**src/rtl/wh_sw_pkg.sv**
```systemverilog
package wh_sw_pkg;
  localparam int DATA_W   = 8;
  localparam int LINK_W   = DATA_W + 1;
  localparam int ADDR_W   = 7;
  localparam int HDR_LEN  = 4;
  localparam int MAX_LEN  = 128;
  localparam int LEN_W    = $clog2(MAX_LEN + 1);
  localparam int IDX_W    = $clog2(MAX_LEN);
  localparam int N_PORT   = 2;

  typedef logic [LINK_W-1:0] flit_t;
endpackage

```
**src/rtl/wh_fifo.sv**
```systemverilog
module wh_fifo
  import wh_sw_pkg::*;
#(
  parameter int DEPTH = 16
) (
  input  logic  clk,
  input  logic  rst_n,
  input  logic  push,
  input  flit_t din,
  output logic  full,
  input  logic  pop,
  output flit_t dout,
  output logic  empty
);
  localparam int AW = $clog2(DEPTH);

  flit_t         mem_q [DEPTH];
  logic [AW:0]   wr_q, wr_d, rd_q, rd_d;
  logic [AW:0]   fill;

  assign fill  = wr_q - rd_q;
  assign full  = (fill == (AW+1)'(DEPTH));
  assign empty = (fill == '0);
  assign dout  = mem_q[rd_q[AW-1:0]];

  always_comb begin
    wr_d = wr_q;
    rd_d = rd_q;
    if (push) wr_d = wr_q + 1'b1;
    if (pop)  rd_d = rd_q + 1'b1;
  end

  always_ff @(posedge clk or negedge rst_n) begin
    if (!rst_n) begin
      wr_q <= '0;
      rd_q <= '0;
    end else begin
      wr_q <= wr_d;
      rd_q <= rd_d;
    end
  end

  always_ff @(posedge clk) begin
    if (push) mem_q[wr_q[AW-1:0]] <= din;
  end

  AST_FIFO_NO_UNDERRUN: assert property (@(posedge clk) disable iff (!rst_n)
    pop |-> !empty);
  AST_FIFO_FILL_BOUND: assert property (@(posedge clk) disable iff (!rst_n)
    fill <= (AW+1)'(DEPTH));
endmodule

```
**src/rtl/wh_in_track.sv**
```systemverilog
module wh_in_track
  import wh_sw_pkg::*;
(
  input  logic  clk,
  input  logic  rst_n,
  input  logic  pop,
  input  flit_t pop_data,
  output logic  at_head,
  output logic  is_last
);
  logic [IDX_W-1:0] cnt_q, cnt_d;
  logic [LEN_W-1:0] len_q, len_d;
  logic [LEN_W-1:0] len_clamped;

  always_comb begin
    if (pop_data[DATA_W-1:0] < DATA_W'(HDR_LEN))
      len_clamped = LEN_W'(HDR_LEN);
    else if (pop_data[DATA_W-1:0] > DATA_W'(MAX_LEN))
      len_clamped = LEN_W'(MAX_LEN);
    else
      len_clamped = LEN_W'(pop_data[DATA_W-1:0]);
  end

  assign at_head = (cnt_q == '0);
  assign is_last = (cnt_q >= IDX_W'(2)) &&
                   ({1'b0, cnt_q} == (len_q - LEN_W'(1)));

  always_comb begin
    cnt_d = cnt_q;
    len_d = len_q;
    if (pop) begin
      if (is_last) cnt_d = '0;
      else         cnt_d = cnt_q + 1'b1;
      if (cnt_q == IDX_W'(1)) len_d = len_clamped;
    end
  end

  always_ff @(posedge clk or negedge rst_n) begin
    if (!rst_n) begin
      cnt_q <= '0;
      len_q <= LEN_W'(HDR_LEN);
    end else begin
      cnt_q <= cnt_d;
      len_q <= len_d;
    end
  end

  AST_CNT_WITHIN_LEN: assert property (@(posedge clk) disable iff (!rst_n)
    (cnt_q >= IDX_W'(2)) |-> ({1'b0, cnt_q} < len_q));
  AST_LEN_RANGE: assert property (@(posedge clk) disable iff (!rst_n)
    (len_q >= LEN_W'(HDR_LEN)) && (len_q <= LEN_W'(MAX_LEN)));
endmodule

```
**src/rtl/wh_rr_arb.sv**
```systemverilog
module wh_rr_arb
  import wh_sw_pkg::*;
(
  input  logic              clk,
  input  logic              rst_n,
  input  logic [N_PORT-1:0] req,
  input  logic              xfer,
  input  logic              xfer_last,
  output logic              active,
  output logic              sel
);
  logic lock_q, lock_d;
  logic owner_q, owner_d;
  logic ptr_q, ptr_d;
  logic pick;

  always_comb begin
    pick = req[ptr_q] ? ptr_q : ~ptr_q;
    if (lock_q) begin
      sel    = owner_q;
      active = 1'b1;
    end else begin
      sel    = pick;
      active = |req;
    end
  end

  always_comb begin
    lock_d  = active && !(xfer && xfer_last);
    owner_d = active ? sel : owner_q;
    ptr_d   = ptr_q;
    if (!lock_q && (|req)) ptr_d = ~pick;
  end

  always_ff @(posedge clk or negedge rst_n) begin
    if (!rst_n) begin
      lock_q  <= 1'b0;
      owner_q <= 1'b0;
      ptr_q   <= 1'b0;
    end else begin
      lock_q  <= lock_d;
      owner_q <= owner_d;
      ptr_q   <= ptr_d;
    end
  end

  AST_ARB_GRANT_REQUESTED: assert property (@(posedge clk) disable iff (!rst_n)
    (active && !lock_q) |-> req[sel]);
  AST_ARB_NO_STEAL: assert property (@(posedge clk) disable iff (!rst_n)
    (active && !(xfer && xfer_last)) |=> (active && sel == $past(sel)));
endmodule

```
**src/rtl/wh_switch2x2.sv**
```systemverilog
module wh_switch2x2
  import wh_sw_pkg::*;
#(
  parameter int STAGE_BIT  = 0,
  parameter int FIFO_DEPTH = 16
) (
  input  logic                           clk,
  input  logic                           rst_n,
  input  logic [N_PORT-1:0]              in_valid,
  input  logic [N_PORT-1:0][LINK_W-1:0]  in_data,
  output logic [N_PORT-1:0]              in_ready,
  output logic [N_PORT-1:0]              out_valid,
  output logic [N_PORT-1:0][LINK_W-1:0]  out_data,
  input  logic [N_PORT-1:0]              out_ready
);
  flit_t             head [N_PORT];
  logic [N_PORT-1:0] empty, full, push, pop, at_head, last;
  logic [N_PORT-1:0] req [N_PORT];
  logic [N_PORT-1:0] active, sel, xfer, xlast;

  for (genvar gi = 0; gi < N_PORT; gi++) begin : g_in
    assign push[gi]     = in_valid[gi] && !full[gi];
    assign in_ready[gi] = !full[gi];

    wh_fifo #(.DEPTH(FIFO_DEPTH)) u_fifo (
      .clk   (clk),
      .rst_n (rst_n),
      .push  (push[gi]),
      .din   (in_data[gi]),
      .full  (full[gi]),
      .pop   (pop[gi]),
      .dout  (head[gi]),
      .empty (empty[gi])
    );

    wh_in_track u_track (
      .clk      (clk),
      .rst_n    (rst_n),
      .pop      (pop[gi]),
      .pop_data (head[gi]),
      .at_head  (at_head[gi]),
      .is_last  (last[gi])
    );

    AST_READY_FALL: assert property (@(posedge clk) disable iff (!rst_n)
      $fell(in_ready[gi]) |-> $past(in_valid[gi]));
  end

  always_comb begin
    for (int o = 0; o < N_PORT; o++) begin
      for (int i = 0; i < N_PORT; i++) begin
        req[o][i] = !empty[i] && at_head[i] &&
                    (head[i][STAGE_BIT] == 1'(o));
      end
    end
  end

  for (genvar go = 0; go < N_PORT; go++) begin : g_out
    wh_rr_arb u_arb (
      .clk       (clk),
      .rst_n     (rst_n),
      .req       (req[go]),
      .xfer      (xfer[go]),
      .xfer_last (xlast[go]),
      .active    (active[go]),
      .sel       (sel[go])
    );

    assign out_valid[go] = active[go] && !empty[sel[go]];
    assign out_data[go]  = head[sel[go]];
    assign xfer[go]      = out_valid[go] && out_ready[go];
    assign xlast[go]     = last[sel[go]];

    AST_OUT_HOLD: assert property (@(posedge clk) disable iff (!rst_n)
      (out_valid[go] && !out_ready[go]) |=>
        (out_valid[go] && $stable(out_data[go])));
    AST_ROUTE_BIT: assert property (@(posedge clk) disable iff (!rst_n)
      (out_valid[go] && at_head[sel[go]]) |->
        (out_data[go][STAGE_BIT] == 1'(go)));
  end

  always_comb begin
    pop = '0;
    for (int o = 0; o < N_PORT; o++) begin
      if (xfer[o]) pop[sel[o]] = 1'b1;
    end
  end

  AST_NO_SHARED_INPUT: assert property (@(posedge clk) disable iff (!rst_n)
    !(out_valid[0] && out_valid[1] && (sel[0] == sel[1])));
  AST_STAGE_BIT_OK: assert property (@(posedge clk) disable iff (!rst_n)
    STAGE_BIT < ADDR_W);
endmodule

```
**config.mk**
```make
export PLATFORM = sky130hd
export DESIGN_NAME = wh_switch2x2
export DESIGN_NICKNAME = d
export VERILOG_FILES = /design/src/rtl/wh_sw_pkg.sv /design/src/rtl/wh_fifo.sv /design/src/rtl/wh_in_track.sv /design/src/rtl/wh_rr_arb.sv /design/src/rtl/wh_switch2x2.sv
export SDC_FILE = /design/constraint.sdc
export NUM_CORES = 1
export LEC_CHECK = 0
export BUFFER_PORTS_ARGS = -buffer_cell sky130_fd_sc_hd__buf_2
export CAP_MARGIN = 20
export CORE_ASPECT_RATIO = 0.75
export CORE_MARGIN = 1
export CORE_UTILIZATION = 31
export CTS_CLUSTER_DIAMETER = 100
export CTS_CLUSTER_SIZE = 10
export DETAILED_ROUTE_END_ITERATION = 12
export PLACE_DENSITY_LB_ADDON = 0.12
export SKIP_CTS_REPAIR_TIMING = 1
export SYNTH_ARGS = -nofsm -noshare
export SYNTH_HDL_FRONTEND = slang
export SYNTH_SLANG_ARGS = --single-unit
```
**constraint.sdc**
```tcl
create_clock -name clk -period 3.95 [get_ports clk]
set_input_delay 0.395 -clock clk [delete_from_list [all_inputs] [get_ports clk]]
set_output_delay 0.395 -clock clk [all_outputs]
set_load 0.03 [all_outputs]
```
After elaboration in Yosys (flattened, before gate mapping)
Memory sizes are Yosys's and may differ from the RTL's.
Index checks and enable logic that the tools add are counted.
{ "totals": {"in_bits": 24, "output_inout_bits": 22, "memories": 2, "regBits": 56, "ram_bits": 288} }
{ "mem_list": {"columns": ["name", "depth", "width", "read_ports", "rd_ports_with_merged_regs", "write_ports", "line", "source"], "rows": [
  ["g_in[0].u_fifo.mem_q", 16, 9, 1, 0, 1, "wh_fifo.sv:17", "flit_t mem_q [DEPTH];"],
  ["g_in[1].u_fifo.mem_q", 16, 9, 1, 0, 1, "wh_fifo.sv:17", null]
]} }
{ "classes": {"bitwise": 9, "magnitude_cmp": 14, "n_addsub": 10, "n_eq_ne": 6, "n_reduce_logical": 40, "muxes": 40} }
{ "ops": {"columns": ["operator", "n"], "rows": [
  ["9-bit two-way mux", 6],
  ["8-bit two-way mux", 4],
  ["1-bit two-way mux", 24],
  ["1-bit logical AND", 22],
  ["5-bit by 1-bit adder with 5-bit output (second input constant)", 4],
  ["7-bit by 8-bit equality test with 1-bit output", 2],
  ["8-bit > comparator (second input constant)", 2],
  ["8-bit by 3-bit less-than comparator with 1-bit output (second input constant)", 2],
  ["8-bit by 1-bit subtractor with 8-bit output (second input constant)", 2],
  ["7-bit by 1-bit adder with 7-bit output (second input constant)", 2],
  ["7-bit by 1-bit equality test with 1-bit output (second input constant)", 2],
  ["7-bit by 2-bit greater-or-equal comparator with 1-bit output (second input constant)", 2],
  ["7-bit logical NOT", 2],
  ["7-bit two-way mux", 2],
  ["5-bit equality test (second input constant)", 2],
  ["1-bit logical NOT", 10],
  ["5-bit logical NOT", 2],
  ["5-bit subtractor", 2],
  ["1-bit by 2-bit less-than comparator with 1-bit output (second input constant)", 4],
  ["1-bit NOT", 6],
  ["2-bit greater-or-equal comparator (second input constant)", 2],
  ["2-bit two-way mux", 2],
  ["1-bit NOT with 2-bit output", 2],
  ["2-bit AND reduction", 2],
  ["4 further kinds", 7]
]} }

Longest topological paths before layout
Gate-level depths: netlist (run 1).
{ "logic_depth": {"word_depth": 18, "ltp_mapped": 14} }

Modules after synthesis
A second synthesis (run 1) with hierarchy kept.
{ "unflattened": {"cells_unflattened": 889, "area_unflattened_um2": 15011.9} }
{ "by_module_without_submodules": {"columns": ["mod", "cells_per_inst", "seq_area_each_um2", "area_per_inst_um2", "n_inst"], "rows": [
  ["wh_fifo", 298, 4574.4, 6135.9, 2],
  ["wh_in_track at g_in[1].u_track", 116, 376.6, 1039.7, 1],
  ["wh_in_track at g_in[0].u_track", 107, 376.6, 1017.2, 1],
  ["wh_switch2x2", 42, 0.0, 380.4, 1],
  ["wh_rr_arb", 14, 75.1, 151.4, 2]
]} }

Worst setup path after synthesis (run 1)
No wires, ideal clock.
{ "synth_timing": {"path_type": "reg2reg", "from": "reg g_in[0].u_fifo.rd_q[1]", "to": "mem g_in[0].u_fifo.mem_q[3][0] (netlist bit) (enable)", "synth_period_minus_slack_ns": 4.273, "arrival_time_ns": 3.887, "stages_incl_launch_ff": 14, "n_path_buf": 4, "slack_ns": -0.323, "setup_ns": 0.387, "path_cell_list": "dfrtp_1 -> buf_2 -> clkbuf_1 -> clkbuf_1 -> inv_1 -> ha_1 -> nand3b_1 -> nand2_1 -> and3_1 -> o2111ai_1 -> and2_1 -> clkbuf_1 -> nand2_1 -> nor3_1"} }
{ "synth_between": {"elab_chain_len": 6} }
{ "synth_lines": {"columns": ["element", "line", "source"], "rows": [
  ["start, declared", "wh_fifo.sv:18", "logic [AW:0] wr_q, wr_d, rd_q, rd_d;"],
  ["start signal, assigned", "wh_fifo.sv:39", "rd_q <= rd_d;"],
  ["5-bit subtractor", "wh_fifo.sv:21", "assign fill = wr_q - rd_q;"],
  ["5-bit equality test", "wh_fifo.sv:22", "assign full = (fill == (AW+1)'(DEPTH));"],
  ["1-bit logical NOT", null, null],
  ["net in_ready[0]", "wh_switch2x2.sv:11", "output logic [N_PORT-1:0] in_ready,"],
  ["1-bit logical AND", "wh_switch2x2.sv:22", "assign push[gi] = in_valid[gi] && !full[gi];"],
  ["1-bit two-way mux", "wh_fifo.sv:44", "if (push) mem_q[wr_q[AW-1:0]] <= din;"],
  ["1-bit two-way mux (not written as such)", "wh_fifo.sv:44", null],
  ["end, declared", "wh_fifo.sv:17", null]
]} }
The timed path passes the listed nets, and every way through them passes these cells.

==> key figures, run 1 <==
Route
  • Drt wl/cell: 22.51 um
  • Antenna-violating nets left: 0
  • Vias per inst: 4.948
  • First DRT Iteration DRCs: 691
  • Drc violations: 0
  • WL final: 37240 um
  • Total number of vias: 8184
  • Drt pass-1 iters: 5

Clock tree
  • Worst-path clk slew: 60 ps
  • Root buf cell: clkbuf_16
  • H-tree levels: 2
  • CTS buffer count: 40
  • Clock Path Buffers: 3
  • Clock tree sinks: 344
  • CTS tree: built
  • Worst-Skew Late Latency: 560 ps

Critical path
  • Critical Path Slowest Stage Cell: dfrtp_1
  • CP max FO: 4
  • CP cell instances: inv_2, ha_4, nor2b_4, o211a_1, o311ai_4, o31a_1, a21boi_2, o31ai_2, buf_4, mux2_2, buf_2
  • R2r setup slk: 600 ps
  • Worst path bufs/invs: 3
  • Critical path class: flop to primary output
  • CP delay by family, top: compound AO/OA/AOI/OAI gates
  • Critical Path Max Stage Delay: 390 ps
  • Element type at the critical path start: flop
  • Arr. time, crit path: 3440 ps
  • Worst EP required: 3560 ps
  • CP Capture Type: primary output

Final layout
  • Diodes inserted: 0
  • Layout fillers: 4477
  • Fin util: 37.43%
  • Fraction of layout cells with a size suffix above 1: 29.26%
  • Post-layout instance count excluding filler cells: 1654
  • Final layout net count: 1054
  • Syn-to-layout area delta: 18.24%
  • Fin area: 17840 um2

Global route
  • Initial antenna violation count: 1
  • Gr ovfl total: 0
  • GRT Util Overall: 15.33%
  • Vias in the first global route: 8202
  • Largest net degree at the start of global routing: 39
  • First-pass GRT wire length: 55610 um

Pwr
  • Peak supply drop: 0.2649 mV
  • Leakage dissipation: 6.303 nW
  • Power Dens Cells: 502.3 nW/um2

Timing
  • Unrepaired setup endpoints after global routing: yes
  • FMAX: 260.4 MHz
  • Hold_ws: -28.88 ps
  • Final hold viol count: 22
  • Setup Viol. Count Final: 0
  • Min cycle time layout: 3840 ps
  • Worst-margin pin slew: 935.1 ps
  • Final period utilization: 97.21%
  • Final Max Tran Viols: 0
  • Worst Clk Skew: 20.83 ps
  • Worst slew margin: 35.88%

Synth
  • Synth Area in Adders: 2.322%
  • Syn Std Cell Area: 15090 um2
  • Top FF cell, synth: edfxtp_1
  • Synth Instances: 872
  • Synth cell types: 70
  • Register area share after synthesis: 66.63%
  • Avg Synthesized Cell Area: 17.30 um2
  • Synthesized flop and latch total: 344
  • Post-synth ARST share: 16.28%
  • Ys Warns: 0
  • Largest family of logic cells by synthesized area: multiplexers
  • Mux share of post-synthesis cell area: 16.66%
  • XOR/XNOR Fraction of Synth Area: 2.306%
  • EDFF count, synth: 288
  • Synth Area in Compound Gates: 3.749%
  • Syn_nets: 924
  • Simple-gate share of the synthesized area: 6.594%

Placed design
  • Placed cell area: 16530 um2
  • Inst Count DP: 1590
  • RePlAce Congestion: 0.7894
  • DP HPWL: 25060 um
  • Port Buffers: 45

Die
  • Area of the core: 47660 um2
  • Die width: 256.7 um
  • Die ar.: 49560 um2
  • Ports: 46
  • Die Y: 193.0 um
  • Rows: 69
  • Initial Util: 31.66%

Min path
  • HP Class: primary input to asynchronous set/reset pin

Status
  • Failing checks: hold timing
  • Outcome: finished with violations

Flow run
  • MaxCap Viol Count: 0
final cells by class:
class / count / area (um2) / area share [%]
Inverter: 22 / 82.58 / 0.4630
Clock buffer: 51 / 1042 / 5.843
Multi-Input combinational cell: 471 / 4937 / 27.68
Tap cell: 639 / 799.5 / 4.482
Timing Repair Buffer: 123 / 840.8 / 4.714
Clock inverter: 4 / 77.57 / 0.4349
Sequential cell: 344 / 10060 / 56.38
sequential cells by signal, indices dropped and copies added (netlist names):
signal               count
g_in.u_fifo.wr_q        10
g_in.u_track.cnt_q      14
g_out.u_arb.ptr_q        2
g_in.u_track.len_q      16
g_out.u_arb.owner_q      2
g_out.u_arb.lock_q       2
g_in.u_fifo.mem_q      288
g_in.u_fifo.rd_q        10
where the power goes:
group / total (mW) / internal (mW) / switching [mW]
sequential: 4.41 / 4.30 / 0.110
combinational: 1.28 / 0.452 / 0.825
clock: 3.28 / 1.85 / 1.42
metal layers:
layer | track usage [%] | share of wire, % | up-vias
met3 | 2.758 | 5.3 | 43
met2 | 21.42 | 41 | 192
met5 | 0 | 0 | -
met4 | 3.777 | 1.7 | 0
met1 | 24.23 | 52 | 4226
li1 | - | - | 3723
cells in the mapped netlist (4+ instances only):
cell type / instances / area (um2)
nand3_1: 10 / 50.05
o21ai_1: 12 / 60.06
xnor2_1: 23 / 201.4
xor2_1: 14 / 122.6
a21boi_1: 4 / 30.03
o31ai_1: 5 / 37.54
and2_1: 5 / 31.28
and3_1: 10 / 62.56
nor2b_1: 10 / 62.56
inv_1: 20 / 75.07
mux4_1: 8 / 210.2
o2bb2ai_1: 5 / 43.79
buf_1: 5 / 18.77
edfxtp_1: 288 / 8648
buf_2: 14 / 70.07
clkbuf_1: 10 / 37.54
o21ai_0: 6 / 30.03
nor3_1: 18 / 90.09
nand3b_1: 7 / 52.55
nand2_1: 42 / 157.7
nor2_1: 46 / 172.7
nand2b_1: 14 / 87.58
mux2_1: 27 / 304.0
mux4_2: 78 / 1757
a21oi_1: 7 / 35.03
a31oi_1: 4 / 25.02
dfrtp_1: 54 / 1351
nand4_1: 9 / 56.30
nor4_1: 7 / 43.79
o2111ai_1: 4 / 35.03
ha_1: 28 / 350.3
buf_4: 4 / 30.03
mux2i_1: 16 / 160.2
mux2_2: 6 / 67.56
metrics by stage:
stage | total power, mW | setup TNS [ps] | setup slack (ps)
4_1_cts | 9.008 | -1978 | -157.5
2_1_floorplan | 5.142 | 0 | 19.13
3_5_place_dp | 5.679 | 0 | 439.7
5_1_grt | 9.373 | -152.1 | -35.27
6_report | 8.960 | 0 | 110.1
3_3_place_gp | 5.674 | 0 | 504.4
worst reg2reg max path, stage by stage, from the launching register on:
cell      delay, ps
dfrtp_1         390
inv_2           150
ha_4            240
nor2b_4         150
o211a_1         280
o311a_1         420
a21boi_1        510
nand2_1         260
nor2_1          350
buf_4           280
worst paths after layout:
check / endpoint / cells after the start / startpoint
max in group asynchronous: g_in[1].u_track.len_q[2] / 2 / rst_n
setup reg to reg: g_in[1].u_fifo.mem_q[13][4] / 9 / g_in[1].u_fifo.rd_q[1]
min in group clk: g_out[0].u_arb.lock_q / 2 / out_ready[0]
hold reg to reg: g_in[0].u_fifo.rd_q[3] / 1 / g_in[0].u_fifo.rd_q[3]
hold / removal: g_in[0].u_fifo.wr_q[0] / 1 / rst_n
setup / recovery: out_data[1] / 11 / g_in[1].u_fifo.rd_q[1]
kinds of logic (layout without fill, tap and decap cells):
logic type                 count (synthesis)  in the layout
DFF                                      344            344
and+or+nand+nor                          193            193
xor gates and xnor gates                  38             38
AOI/OAI and AO/OA                         76             76
buffers and inverters                     57            200
muxes                                    136            136
adders and majority gates                 28             28
cells in the final DEF, fill, tap and decap left out, drive strengths merged, types with 9 or more instances in the layout:
cell | Yosys | layout
edfxtp | 288 | 288
buf | 25 | 122
mux4 | 86 | 86
dfrtp | 54 | 54
clkbuf | 10 | 52
nor2 | 47 | 47
nand2 | 43 | 43
mux2 | 34 | 34
ha | 28 | 28
xnor2 | 23 | 23
inv | 22 | 23
nor3 | 19 | 19
o21ai | 18 | 18
mux2i | 16 | 16
xor2 | 14 | 14
nand2b | 14 | 14
nand3 | 11 | 11
and3 | 10 | 10
nor2b | 10 | 10
nand4 | 9 | 9
(Power assumes the default switching activity.)
==> run 2: changes to the inputs <==
- SYNTH_HIERARCHICAL: default -> 1
==> run 2 against run 1 <==
The run ends with hold timing, setup timing left. Core utilization grew 0.35 points. Highest routed layer unchanged. Critical path depth grew 1. Routed wire length shrank 6.3%. Global-route usage shrank 1.1 points. Sequential share of layout area shrank 0.41 points. First-iteration DRC count shrank 6.5%. Hold slack gained 17 ps. Largest power group unchanged. Setup slack lost 130 ps.
==> key figures, run 2 <==
Critical path
  • Reg2Reg Depth: 17 (+8)
  • Reg-to-reg startpoint: g_in[0].u_fifo/rd_q[2]
  • CP max FO: 5 (+1)
  • Element type at the critical path start: flop
  • Reg-to-Reg End: g_in[0].u_track/len_q[1]
  • Worst EP required: 3560 ps (about the same)
  • CP Capture Type: primary output
  • R2r setup slk: 250 ps (-350 ps)
  • Critical Path End: out_data[14]
  • Arr. time, crit path: 3580 ps (+140 ps)
  • Critical path class: flop to primary output
  • CP Launch Point: g_in[0].u_fifo/rd_q[2]

Synth
  • Avg Synthesized Cell Area: 16.89 um2 (-2.4%)
  • Ys Warns: 6 (+6)
  • Top post-synthesis cells by area: edfxtp_1 58%, dfrtp_1 9.0%, mux4_2 6.6%
  • Synth Area in Compound Gates: 5.376% (+1.6 points)
  • Most numerous cell in the Yosys netlist: edfxtp_1
  • Syn_nets: 941 (+1.8%)
  • Largest family of logic cells by synthesized area: multiplexers
  • Synth Instances: 889 (+1.9%)
  • Register area share after synthesis: 66.96% (+0.33 points)
  • Synthesized flop and latch total: 344 (unchanged)
  • XOR/XNOR Fraction of Synth Area: 2.217% (-0.089 points)
  • Syn Std Cell Area: 15010 um2 (-0.49%)
  • Yosys top cell area share: 57.61% (+0.28 points)
  • Simple-gate share of the synthesized area: 7.210% (+0.62 points)
  • EDFF count, synth: 288 (unchanged)
  • Post-synth ARST share: 16.28% (unchanged)
  • Area leader, netlist: edfxtp_1
  • Mux share of post-synthesis cell area: 13.80% (-2.9 points)
  • Synth Area in Adders: 2.334% (+0.011 points)
  • Commonest cells post-synth: 288 x edfxtp_1, 54 x dfrtp_1, 50 x nor2_1
  • Synth cell types: 61 (-13%)
  • Top FF cell, synth: edfxtp_1

Route
  • Drt pass-1 iters: 4 (-1)
  • Drt wl/cell: 20.74 um (-7.9%)
  • First DRT Iteration DRCs: 646 (-6.5%)
  • Total number of vias: 8217 (+0.40%)
  • WL final: 34900 um (-6.3%)
  • Antenna-violating nets left: 0 (unchanged)
  • Drc violations: 0 (unchanged)
  • Vias per inst: 4.882 (-1.3%)

Die
  • Die width: 256.1 um (-0.24%)
  • Initial Util: 31.56% (-0.098 points)
  • Ports: 46 (unchanged)
  • Area of the core: 47570 um2 (-0.18%)
  • Rows: 69 (unchanged)
  • Die ar.: 49320 um2 (-0.49%)
  • Die Y: 192.6 um (-0.24%)

Timing
  • Worst slew margin: 36.95% (+1.1 points)
  • Hold_ws: -12.01 ps (+16.87 ps)
  • Setup Viol. Count Final: 4 (+4)
  • Unrepaired setup endpoints after global routing: yes
  • Final WS setup: -21.79 ps (-131.9 ps)
  • Worst-margin pin slew: 945.7 ps (+10.65 ps)
  • Final hold viol count: 2 (-91%)
  • Final period utilization: 100.6% (+3.3 points)
  • Min cycle time layout: 3972 ps (+131.9 ps)
  • FMAX: 251.8 MHz (-3.3%)
  • Worst Clk Skew: 11.81 ps (-9.025 ps)
  • Final Max Tran Viols: 0 (unchanged)

Status
  • Outcome: finished with violations
  • Failing checks: hold timing, setup timing

Global route
  • Vias in the first global route: 8295 (+1.1%)
  • Initial antenna violation count: 1 (unchanged)
  • Gr ovfl total: 0 (unchanged)
  • GRT Util Overall: 14.27% (-1.1 points)
  • First-pass GRT wire length: 52560 um (-5.5%)
  • Largest net degree at the start of global routing: 40 (+2.6%)

Final layout
  • Most frequent cells in the layout: 288 x edfxtp_1, 86 x buf_4, 49 x nand2_1, 47 x dfrtp_1, 46 x nor2_1
  • Fin util: 37.78% (+0.35 points)
  • Area of the multi-input gates: 4885 um2 (-1.1%)
  • Diodes inserted: 0 (unchanged)
  • Max reg flops: 288 (unchanged)
  • Sequential cell area: 10060 um2 (about the same)
  • Layout fillers: 4382 (-2.1%)
  • Fraction of layout cells with a size suffix above 1: 29.41% (+0.15 points)
  • Syn-to-layout area delta: 19.73%
  • Commonest non-fill, non-tap cell in the layout: edfxtp_1
  • Final layout net count: 1084 (+2.8%)
  • Fin area: 17970 um2 (+0.76%)
  • Post-layout instance count excluding filler cells: 1683 (+1.8%)

Placed design
  • Place WS: 93.21 ps (-346.4 ps)
  • Inst Count DP: 1599 (+0.57%)
  • Port Buffers: 45 (unchanged)
  • Placed cell area: 16310 um2 (-1.3%)
  • RePlAce Congestion: 0.7387 (-6.4%)
  • DP HPWL: 22990 um (-8.3%)

Clock tree
  • CTS buffer count: 40 (unchanged)
  • Clock tree sinks: 344 (unchanged)
  • Worst-path clk slew: 60 ps (about the same)
  • Worst-Skew Late Latency: 550 ps (about the same)
  • Clock Path Buffers: 3 (unchanged)
  • Root buf cell: clkbuf_16
  • CTS tree: built
  • H-tree levels: 2 (unchanged)

Pwr
  • Power Dens Cells: 492.6 nW/um2 (-1.9%)
  • Peak supply drop: 0.3023 mV (+14%)
  • Leakage dissipation: 6.454 nW (+2.4%)

Flow run
  • MaxCap Viol Count: 0 (unchanged)

Min path
  • HP Class: primary input to asynchronous set/reset pin
[run 2: layout make-up]
type	instances	share of cell area [%]
Multi-Input combinational cell	487	27.18
Timing Repair Buffer	135	5.757
Tap cell	639	4.448
Clock inverter	3	0.3272
Inverter	24	0.5151
Sequential cell	344	55.98
Clock buffer	51	5.799
[run 2: where the power goes]
part           switching (mW)  leakage (nW)  internal (mW)
Sequential              0.102          3.33           4.30
Combinational           0.731          2.60          0.476
Clock                    1.40         0.531           1.85
[run 2: cells by family (layout without fill, tap and decap cells)]
kind of cell | after synthesis | count (layout)
AOI/OAI and AO/OA | 113 | 113
xor gates and xnor gates | 38 | 38
adders and majority gates | 28 | 28
buffers and inverters | 58 | 213
DFF | 344 | 344
muxes | 103 | 103
and+or+nand+nor | 205 | 205
[run 2: critical path: stages (launching register included)]
cell	delay (ps)
dfrtp_2	450
inv_4	90
ha_4	200
o21a_1	180
o31a_1	120
or3_4	410
a21oi_4	160
and3b_2	230
nor2b_4	140
o31ai_4	320
buf_4	200
mux2_2	330
buf_2	180
[run 2: metrics by stage]
| stage | power (mW) | setup TNS [ps] | hold slack (ps) |
|---|---|---|---|
| 2_1_floorplan | 5.064 | 0 | 99.41 |
| 3_3_place_gp | 5.521 | 0 | 479.5 |
| 3_5_place_dp | 5.529 | 0 | 483.9 |
| 4_1_cts | 8.828 | -5086 | 2.153 |
| 5_1_grt | 9.248 | -2404 | 47.13 |
| 6_report | 8.853 | -62.42 | -12.01 |
[run 2: how the worst min path moves through the flow]
stage	slack, ps	startpoint	end
2_1_floorplan	100	rst_n	g_in[0].u_fifo/rd_q[0]
3_3_place_gp	480	g_in[0].u_fifo/wr_q[4]	g_in[0].u_fifo/wr_q[4]
3_5_place_dp	480	g_in[0].u_fifo/wr_q[4]	g_in[0].u_fifo/wr_q[4]
4_1_cts	2	rst_n	g_in[0].u_track/len_q[5]
5_1_grt	50	rst_n	g_in[1].u_track/cnt_q[2]
6_report	-10	rst_n	g_in[1].u_track/cnt_q[6]
[run 2: layer usage]
layer	share of wire [%]	track usage, %
met2	42	20.58
met4	2.0	4.652
met1	52	21.67
met5	0	0
met3	3.6	2.364
